<file path="config.mk">
export PLATFORM = sky130hd
export DESIGN_NAME = kwdt_top
export DESIGN_NICKNAME = d
export VERILOG_FILES = /design/src/rtl/kwdt_pkg.sv /design/src/rtl/kwdt_tick.sv /design/src/rtl/kwdt_regs.sv /design/src/rtl/kwdt_counter.sv /design/src/rtl/kwdt_top.sv
export SDC_FILE = /design/constraint.sdc
export NUM_CORES = 1
export LEC_CHECK = 0
export BUFFER_PORTS_ARGS = -buffer_cell sky130_fd_sc_hd__buf_4
export CORE_MARGIN = 2
export CORE_UTILIZATION = 58
export DETAILED_ROUTE_END_ITERATION = 10
export GPL_TIMING_DRIVEN = 0
export PLACE_DENSITY = 0.81
export SLEW_MARGIN = 20
export SYNTH_ARGS = -nofsm -noshare
export SYNTH_HDL_FRONTEND = slang
export SYNTH_HIERARCHICAL = 1
export SYNTH_SLANG_ARGS = --single-unit
export TNS_END_PERCENT = 20
</file>
<file path="constraint.sdc">
create_clock -name clk -period 2.75 [get_ports clk]
set_input_delay 0.275 -clock clk [delete_from_list [all_inputs] [get_ports clk]]
set_output_delay 0.275 -clock clk [all_outputs]
set_load 0.05 [all_outputs]
</file>
<file path="src/rtl/kwdt_pkg.sv">
package kwdt_pkg;
  localparam int DW = 16;
  localparam int CW = DW - 1;

  localparam logic [3:0] IDX_FEED  = 4'd0;
  localparam logic [3:0] IDX_TMO   = 4'd1;
  localparam logic [3:0] IDX_STOP1 = 4'd2;
  localparam logic [3:0] IDX_STOP2 = 4'd3;
  localparam logic [3:0] IDX_STAT  = 4'd4;
  localparam logic [3:0] IDX_CNT   = 4'd5;
  localparam logic [3:0] IDX_DBG   = 4'd6;
  localparam logic [3:0] IDX_GO    = 4'd7;
  localparam logic [3:0] IDX_EVT   = 4'd8;
  localparam logic [3:0] IDX_MSK   = 4'd9;
  localparam logic [3:0] IDX_FRC   = 4'd10;

  localparam logic [DW-1:0] KEY_FEED    = 16'hFEED;
  localparam logic [DW-1:0] KEY_STOP1   = 16'h2BAD;
  localparam logic [DW-1:0] KEY_STOP2   = 16'hCAFE;
  localparam logic [DW-1:0] KEY_GO      = 16'hACED;
  localparam logic [DW-1:0] KEY_CLR     = 16'hE8B4;
  localparam logic [DW-1:0] VAL_STOPPED = 16'hDABE;
  localparam logic [DW-1:0] VAL_TIMEDOUT = 16'hCFE8;

  typedef struct packed {
    logic feed;
    logic stop;
    logic go;
    logic clr;
    logic ack;
    logic force_ev;
  } cmd_t;
endpackage

</file>
<file path="src/rtl/kwdt_tick.sv">
module kwdt_tick #(
  parameter int DIV = 328
) (
  input  logic clk,
  input  logic rst_n,
  output logic tick_o
);
  localparam int PW = (DIV > 1) ? $clog2(DIV) : 1;
  localparam logic [PW-1:0] LAST = PW'(DIV - 1);

  logic [PW-1:0] pre_q;

  assign tick_o = (pre_q == LAST);

  always_ff @(posedge clk or negedge rst_n) begin
    if (!rst_n) pre_q <= '0;
    else if (tick_o) pre_q <= '0;
    else pre_q <= pre_q + 1'b1;
  end

  if (DIV > 1) begin : g_gap
    // ticks are spaced, never back to back
    a_r3_tick_gap: assert property (@(posedge clk) disable iff (!rst_n)
      tick_o |=> !tick_o);
  end
endmodule

</file>
<file path="src/rtl/kwdt_regs.sv">
module kwdt_regs import kwdt_pkg::*; #(
  parameter int ADDR_W      = 6,
  parameter int DEF_TIMEOUT = 6000
) (
  input  logic          clk,
  input  logic          rst_n,
  input  logic          bus_sel,
  input  logic          bus_wr,
  input  logic [ADDR_W-1:0] bus_addr,
  input  logic [DW-1:0] bus_wdata,
  output logic [DW-1:0] bus_rdata,
  input  logic          warn_i,
  input  logic          expire_i,
  input  logic          en_i,
  input  logic          pend_i,
  input  logic [CW-1:0] cnt_i,
  input  logic          dbg_i,
  output logic          feed_o,
  output logic          stop_o,
  output logic          go_o,
  output logic [CW-1:0] timeout_o,
  output logic          keep_o,
  output logic          irq_o
);
  logic          hit;
  logic [3:0]    idx;
  logic [15:0]   wsel;
  cmd_t          cmd;
  logic          arm_q, to_q, evt_q, msk_q, keep_q;
  logic [CW-1:0] tmo_q;

  assign idx  = bus_addr[5:2];
  assign hit  = bus_sel && (bus_addr[1:0] == 2'b00) && ((bus_addr >> 6) == '0);
  assign wsel = (hit && bus_wr) ? (16'(1) << idx) : '0;

  always_comb begin
    cmd.feed     = wsel[IDX_FEED]  && (bus_wdata == KEY_FEED);
    cmd.stop     = wsel[IDX_STOP2] && (bus_wdata == KEY_STOP2) && arm_q;
    cmd.go       = wsel[IDX_GO]    && (bus_wdata == KEY_GO);
    cmd.clr      = wsel[IDX_STAT]  && (bus_wdata == KEY_CLR);
    cmd.ack      = wsel[IDX_EVT]   && bus_wdata[0];
    cmd.force_ev = wsel[IDX_FRC]   && bus_wdata[0];
  end

  assign feed_o    = cmd.feed;
  assign stop_o    = cmd.stop;
  assign go_o      = cmd.go;
  assign timeout_o = tmo_q;
  assign keep_o    = keep_q;
  assign irq_o     = evt_q & msk_q;

  always_ff @(posedge clk or negedge rst_n) begin
    if (!rst_n) begin
      tmo_q  <= CW'(DEF_TIMEOUT);
      arm_q  <= 1'b0;
      to_q   <= 1'b0;
      evt_q  <= 1'b0;
      msk_q  <= 1'b0;
      keep_q <= 1'b0;
    end else begin
      if (wsel[IDX_TMO]) tmo_q <= bus_wdata[CW-1:0];
      if (bus_sel) arm_q <= wsel[IDX_STOP1] && (bus_wdata == KEY_STOP1);
      if (expire_i) to_q <= 1'b1;
      else if (cmd.clr) to_q <= 1'b0;
      if (warn_i || cmd.force_ev) evt_q <= 1'b1;
      else if (cmd.ack) evt_q <= 1'b0;
      if (wsel[IDX_MSK]) msk_q <= bus_wdata[0];
      if (wsel[IDX_DBG]) keep_q <= bus_wdata[0];
    end
  end

  always_comb begin
    bus_rdata = '0;
    if (hit && !bus_wr) begin
      case (idx)
        IDX_TMO:   bus_rdata = {1'b0, tmo_q};
        IDX_STOP2: bus_rdata = en_i ? '0 : VAL_STOPPED;
        IDX_STAT:  bus_rdata = to_q ? VAL_TIMEDOUT : '0;
        IDX_CNT:   bus_rdata = {pend_i, cnt_i};
        IDX_DBG:   bus_rdata = {14'd0, dbg_i, keep_q};
        IDX_EVT:   bus_rdata = {15'd0, evt_q};
        IDX_MSK:   bus_rdata = {15'd0, msk_q};
        default:   bus_rdata = '0;
      endcase
    end
  end

  // the timeout record is only ever set by an expiry
  a_r7_status_src: assert property (@(posedge clk) disable iff (!rst_n)
    $rose(to_q) |-> $past(expire_i));
  // the event only appears after a warning tick or a forced write
  a_r8_event_src: assert property (@(posedge clk) disable iff (!rst_n)
    $rose(evt_q) |-> $past(warn_i || cmd.force_ev));
  // an acknowledge with no competing source clears the event
  a_r9_ack_clears: assert property (@(posedge clk) disable iff (!rst_n)
    (cmd.ack && !warn_i && !cmd.force_ev) |=> !evt_q);
endmodule

</file>
<file path="src/rtl/kwdt_counter.sv">
module kwdt_counter import kwdt_pkg::*; #(
  parameter int DEF_TIMEOUT = 6000,
  parameter int RST_CYCLES  = 4
) (
  input  logic          clk,
  input  logic          rst_n,
  input  logic          tick_i,
  input  logic          dbg_i,
  input  logic          keep_i,
  input  logic          feed_i,
  input  logic          stop_i,
  input  logic          go_i,
  input  logic [CW-1:0] timeout_i,
  output logic [CW-1:0] cnt_o,
  output logic          en_o,
  output logic          warn_o,
  output logic          expire_o,
  output logic          pend_o,
  output logic          sys_rst_o
);
  localparam int RW = $clog2(RST_CYCLES + 1);

  logic [CW-1:0] cnt_q;
  logic          en_q;
  logic [RW-1:0] rst_q;
  logic          run, step, low;

  assign run      = en_q && (!dbg_i || keep_i);
  assign step     = tick_i && run;
  assign low      = (cnt_q <= CW'(1));
  assign expire_o = step && !feed_i && low;
  assign warn_o   = step && !feed_i && (cnt_q == CW'(2));
  assign pend_o   = feed_i || step;
  assign cnt_o    = cnt_q;
  assign en_o     = en_q;
  assign sys_rst_o = (rst_q != '0);

  always_ff @(posedge clk or negedge rst_n) begin
    if (!rst_n) begin
      cnt_q <= CW'(DEF_TIMEOUT);
      en_q  <= 1'b1;
      rst_q <= '0;
    end else begin
      if (feed_i) cnt_q <= timeout_i;
      else if (step) cnt_q <= low ? timeout_i : cnt_q - 1'b1;
      if (stop_i) en_q <= 1'b0;
      else if (go_i) en_q <= 1'b1;
      if (expire_o) rst_q <= RW'(RST_CYCLES);
      else if (rst_q != '0) rst_q <= rst_q - 1'b1;
    end
  end

  // a stopped counter only moves on a feed
  a_r4_hold_stopped: assert property (@(posedge clk) disable iff (!rst_n)
    (!en_q && !feed_i) |=> $stable(cnt_q));
  // debug mode without override freezes the count
  a_r11_dbg_freeze: assert property (@(posedge clk) disable iff (!rst_n)
    (dbg_i && !keep_i && !feed_i) |=> $stable(cnt_q));
  // the reset pulse starts with the counter reloaded
  a_r6_reload: assert property (@(posedge clk) disable iff (!rst_n)
    $rose(sys_rst_o) |-> (cnt_q == $past(timeout_i)));
endmodule

</file>
<file path="src/rtl/kwdt_top.sv">
module kwdt_top import kwdt_pkg::*; #(
  parameter int ADDR_W      = 6,
  parameter int TICK_DIV    = 328,
  parameter int DEF_TIMEOUT = 6000,
  parameter int RST_CYCLES  = 4
) (
  input  logic              clk,
  input  logic              rst_n,
  input  logic              bus_sel,
  input  logic              bus_wr,
  input  logic [ADDR_W-1:0] bus_addr,
  input  logic [15:0]       bus_wdata,
  output logic [15:0]       bus_rdata,
  input  logic              dbg_mode_i,
  output logic              irq_o,
  output logic              sys_rst_o
);
  logic          tick, feed, stop, go, keep, en, warn, expire, pend;
  logic [CW-1:0] timeout, cnt;

  kwdt_tick #(.DIV(TICK_DIV)) u_tick (
    .clk(clk), .rst_n(rst_n), .tick_o(tick)
  );

  kwdt_regs #(.ADDR_W(ADDR_W), .DEF_TIMEOUT(DEF_TIMEOUT)) u_regs (
    .clk(clk), .rst_n(rst_n),
    .bus_sel(bus_sel), .bus_wr(bus_wr), .bus_addr(bus_addr),
    .bus_wdata(bus_wdata), .bus_rdata(bus_rdata),
    .warn_i(warn), .expire_i(expire), .en_i(en), .pend_i(pend),
    .cnt_i(cnt), .dbg_i(dbg_mode_i),
    .feed_o(feed), .stop_o(stop), .go_o(go),
    .timeout_o(timeout), .keep_o(keep), .irq_o(irq_o)
  );

  kwdt_counter #(.DEF_TIMEOUT(DEF_TIMEOUT), .RST_CYCLES(RST_CYCLES)) u_cnt (
    .clk(clk), .rst_n(rst_n), .tick_i(tick), .dbg_i(dbg_mode_i),
    .keep_i(keep), .feed_i(feed), .stop_i(stop), .go_i(go),
    .timeout_i(timeout), .cnt_o(cnt), .en_o(en), .warn_o(warn),
    .expire_o(expire), .pend_o(pend), .sys_rst_o(sys_rst_o)
  );
endmodule

</file>
==> impl_metrics.ini <==
[yosys]
leading_cell_types_by_count_after_synthesis = sky130_fd_sc_hd__dfrtp_1, sky130_fd_sc_hd__nor2_1, sky130_fd_sc_hd__a22oi_1, sky130_fd_sc_hd__nand2_1, sky130_fd_sc_hd__nand3_1
number_of_synthesized_flops_with_an_enable_pin = 0
syn_nets = 353
ys_types = 71
synthDominantAreaCellType = sky130_fd_sc_hd__dfrtp_1
synth.top_cells.by_area = sky130_fd_sc_hd__dfrtp_1, sky130_fd_sc_hd__dfstp_2, sky130_fd_sc_hd__mux2_4
synth_most_common_cell = sky130_fd_sc_hd__dfrtp_1
post_synth_instance_area_mm2 = 0.00319
synthesis.yosys.warnings = 6
ys.flop_type = sky130_fd_sc_hd__dfrtp_1
ys_seq_elements = 48
gate_count_after_technology_mapping = 320
netlist.area_leader.share = 0.259
post_synth.cell_area_avg_um2 = 9.97
asyncSetResetFlopFracSynth = 1.00
seq_total_area_yosys = 0.382

[placement]
post-dp-hpwl_mm = 6.11
quantity_of_i_o_buffers_inserted_on_ports = 44
place.gp.congestion = 0.992
post_dp_cell_area_mm2 = 0.00362

[clock_network]
cts_tree = yes
tritoncts.num_buffers = 5
ctsHtreeMaxLevel = 2
cts-root-buf = sky130_fd_sc_hd__clkbuf_8
clock_latency_ns = 0.31
cts_max_path_buffers = 2
worst_setup_hold_path_clk_slew_ns = 0.09
clock_sink_count = 48

[route]
drtAntennaViolNets = 0
detailed_route_via_count = 2964
first_pass_iters = 6
drt-initial-drc-count = 395
detail_route.drc_violations = 0
drt-vias-per-instance = 6.65
route.detailed.wl_per_inst_um = 18.9
finalWirelength_mm = 8.42

[timing]
setup-violations-final = 0
final_max_slew_viol_count = 0
achievable_freq_mhz = 383
period_needed_ns = 2.61
tightest_slew_ns = 0.636
hold_viol = 0
tns_ns = 0
rsz0062_at_grt = no
min_period_over_period = 0.951
slew_headroom = 0.576
fin_skew_ns = 0.00615

[finish]
syn_to_final_growth_pct = 18.2
design_area_mm2 = 0.00377
antenna-diode-count = 0
final_net_count = 406
ratio_of_cells_with_drive_above_1_in_the_final_layout = 0.324

[floorplan]
fp.dieArea_mm2 = 0.00611
dieHeight_um = 78.2
fp-row-count = 27
io-pin-count = 45
die-width_um = 78.2
initial_utilization = 0.590
fp.coreArea_mm2 = 0.00541

[pwr]
design_power_uw = 1640
net_switching_fraction_of_the_power = 0.271
net-switching-power_uw = 446
cellInternalPower_uw = 1200
seq_power_share = 0.496
powerDensity_mw_per_mm2 = 436
comb_power_share = 0.175
power_frac_clock = 0.329
worst_supply_voltage_drop_on_vdd_v = 0.000419
pleak_uw = 0.00160

[min_path]
hold_class = in -> reg

[critical_path]
end_kind = primary output
critical_path_class = reg -> out
worstPathArrival_ns = 2.34
critPathMaxFanout = 7
timing.critical_path.from_type = flip-flop
critical_path_required_ns = 2.48

[global_route]
grt_pass1_wl_mm = 13.8
globalRoute.totalOverflow = 0
groute.usage.overall = 0.285
grt_start_max_net_pins = 49
antenna_found_initial = 0
first_global_vias = 2727

[job]
max_cap_violations = 0

[outcome]
run_status = completed
power groups by stage:
| stage | Clock (µW) | Combinational [µW] | Sequential (µW) |
|---|---|---|---|
| floorplan | 0 | 186 | 809 |
| global placement | 0 | 274 | 822 |
| detailed placement | 0 | 287 | 826 |
| CTS | 549 | 290 | 813 |
| global route | 580 | 318 | 821 |
| finish | 540 | 288 | 815 |
registers in the layout, summed over array words and instances (netlist names), 3 cells and up:
| register | count |
|---|---|
| u_regs/timeout_o | 15 |
| u_tick/pre_q | 9 |
| u_cnt/rst_q | 3 |
| u_cnt/cnt_o | 15 |
through the flow:
| step | std cells | hold slack [ns] | util | setup slack (ns) |
|---|---|---|---|---|
| 2_1_floorplan | 320 | -0.0206 | - | 0.0571 |
| 3_3_place_gp | 436 | 0.323 | 0.669 | -0.320 |
| 3_5_place_dp | 436 | 0.325 | 0.669 | -0.319 |
| 4_1_cts | 446 | 0.163 | 0.696 | 0.112 |
| 5_1_grt | 446 | 0.179 | 0.698 | 0.0163 |
| 6_report | 446 | 0.168 | 0.698 | 0.136 |
cell families (layout without fill, tap and decap cells):
group | count (synthesis) | in the layout | share of synthesized area
and+or+nand+nor | 124 | 124 | 0.251
AOI/OAI and AO/OA | 84 | 84 | 0.189
DFF | 48 | 48 | 0.382
buffers and inverters | 30 | 84 | 0.0486
muxes | 22 | 22 | 0.0890
adders and majority gates | 6 | 6 | 0.0235
xor gates and xnor gates | 6 | 6 | 0.0165
worst paths after layout:
| check | from | end | slack, ns | depth (start not counted) |
|---|---|---|---|---|
| worst max-delay path | u_tick/pre_q[0] | bus_rdata[15] | 0.14 | 9 |
| worst min-delay path | bus_sel | u_regs/arm_q | 0.17 | 2 |
| worst max register to register | u_tick/pre_q[0] | u_cnt/cnt_o[8] | 0.45 | 8 |
| worst min register to register | u_tick/pre_q[0] | u_tick/pre_q[0] | 0.46 | 1 |
| max in group asynchronous | rst_n | u_regs/timeout_o[1] | 1.83 | 2 |
| min in group asynchronous | rst_n | u_cnt/cnt_o[11] | 0.50 | 2 |
layout by cell type (no fill, tap or decap), types with 12 or more instances in the layout:
cell	n
sky130_fd_sc_hd__a21oi_1	12
sky130_fd_sc_hd__a22oi_1	17
sky130_fd_sc_hd__a31oi_1	12
sky130_fd_sc_hd__buf_4	47
sky130_fd_sc_hd__dfrtp_1	33
sky130_fd_sc_hd__dfstp_2	15
sky130_fd_sc_hd__inv_1	12
sky130_fd_sc_hd__nand2_1	17
sky130_fd_sc_hd__nand3_1	16
sky130_fd_sc_hd__nor2_1	22
critical path: stages (launching register included):
cell and delay [ns]:
sky130_fd_sc_hd__dfrtp_1 0.37, sky130_fd_sc_hd__ha_2 0.22, sky130_fd_sc_hd__nand2_1 0.10, sky130_fd_sc_hd__nor4_4 0.27, sky130_fd_sc_hd__nand2_1 0.14, sky130_fd_sc_hd__o21a_2 0.31
sky130_fd_sc_hd__clkinvlp_4 0.13, sky130_fd_sc_hd__nand2_1 0.08, sky130_fd_sc_hd__a31oi_2 0.18, sky130_fd_sc_hd__buf_4 0.22
routing by layer:
metal / global-route usage / routed length [µm] / up-vias
li1: - / - / 1331
met4: 0.0930 / 206 / 0
met3: 0.0586 / 702 / 26
met5: 0 / 0 / -
met1: 0.399 / 3550 / 1440
met2: 0.443 / 3960 / 167
final cells by class:
cell class,count,area (µm²)
Timing Repair Buffer,47,355
Fill cell,429,1630
Buffer,16,103
Clock buffer,6,82.6
Sequential cell,48,1220
Inverter,13,52.6
Multi-Input combinational cell,242,1830
Clock inverter,2,38.8
Tap cell,72,90.1
what timing repair did:
item	in CTS	in global routing
endpoints found under the setup margin	1	1
pin swaps	1	0
hold buffers	1	0
setup buffers	2	0
gates resized for setup	1	3
hold endpoints to repair	21	0
(Power assumes the default switching activity.)
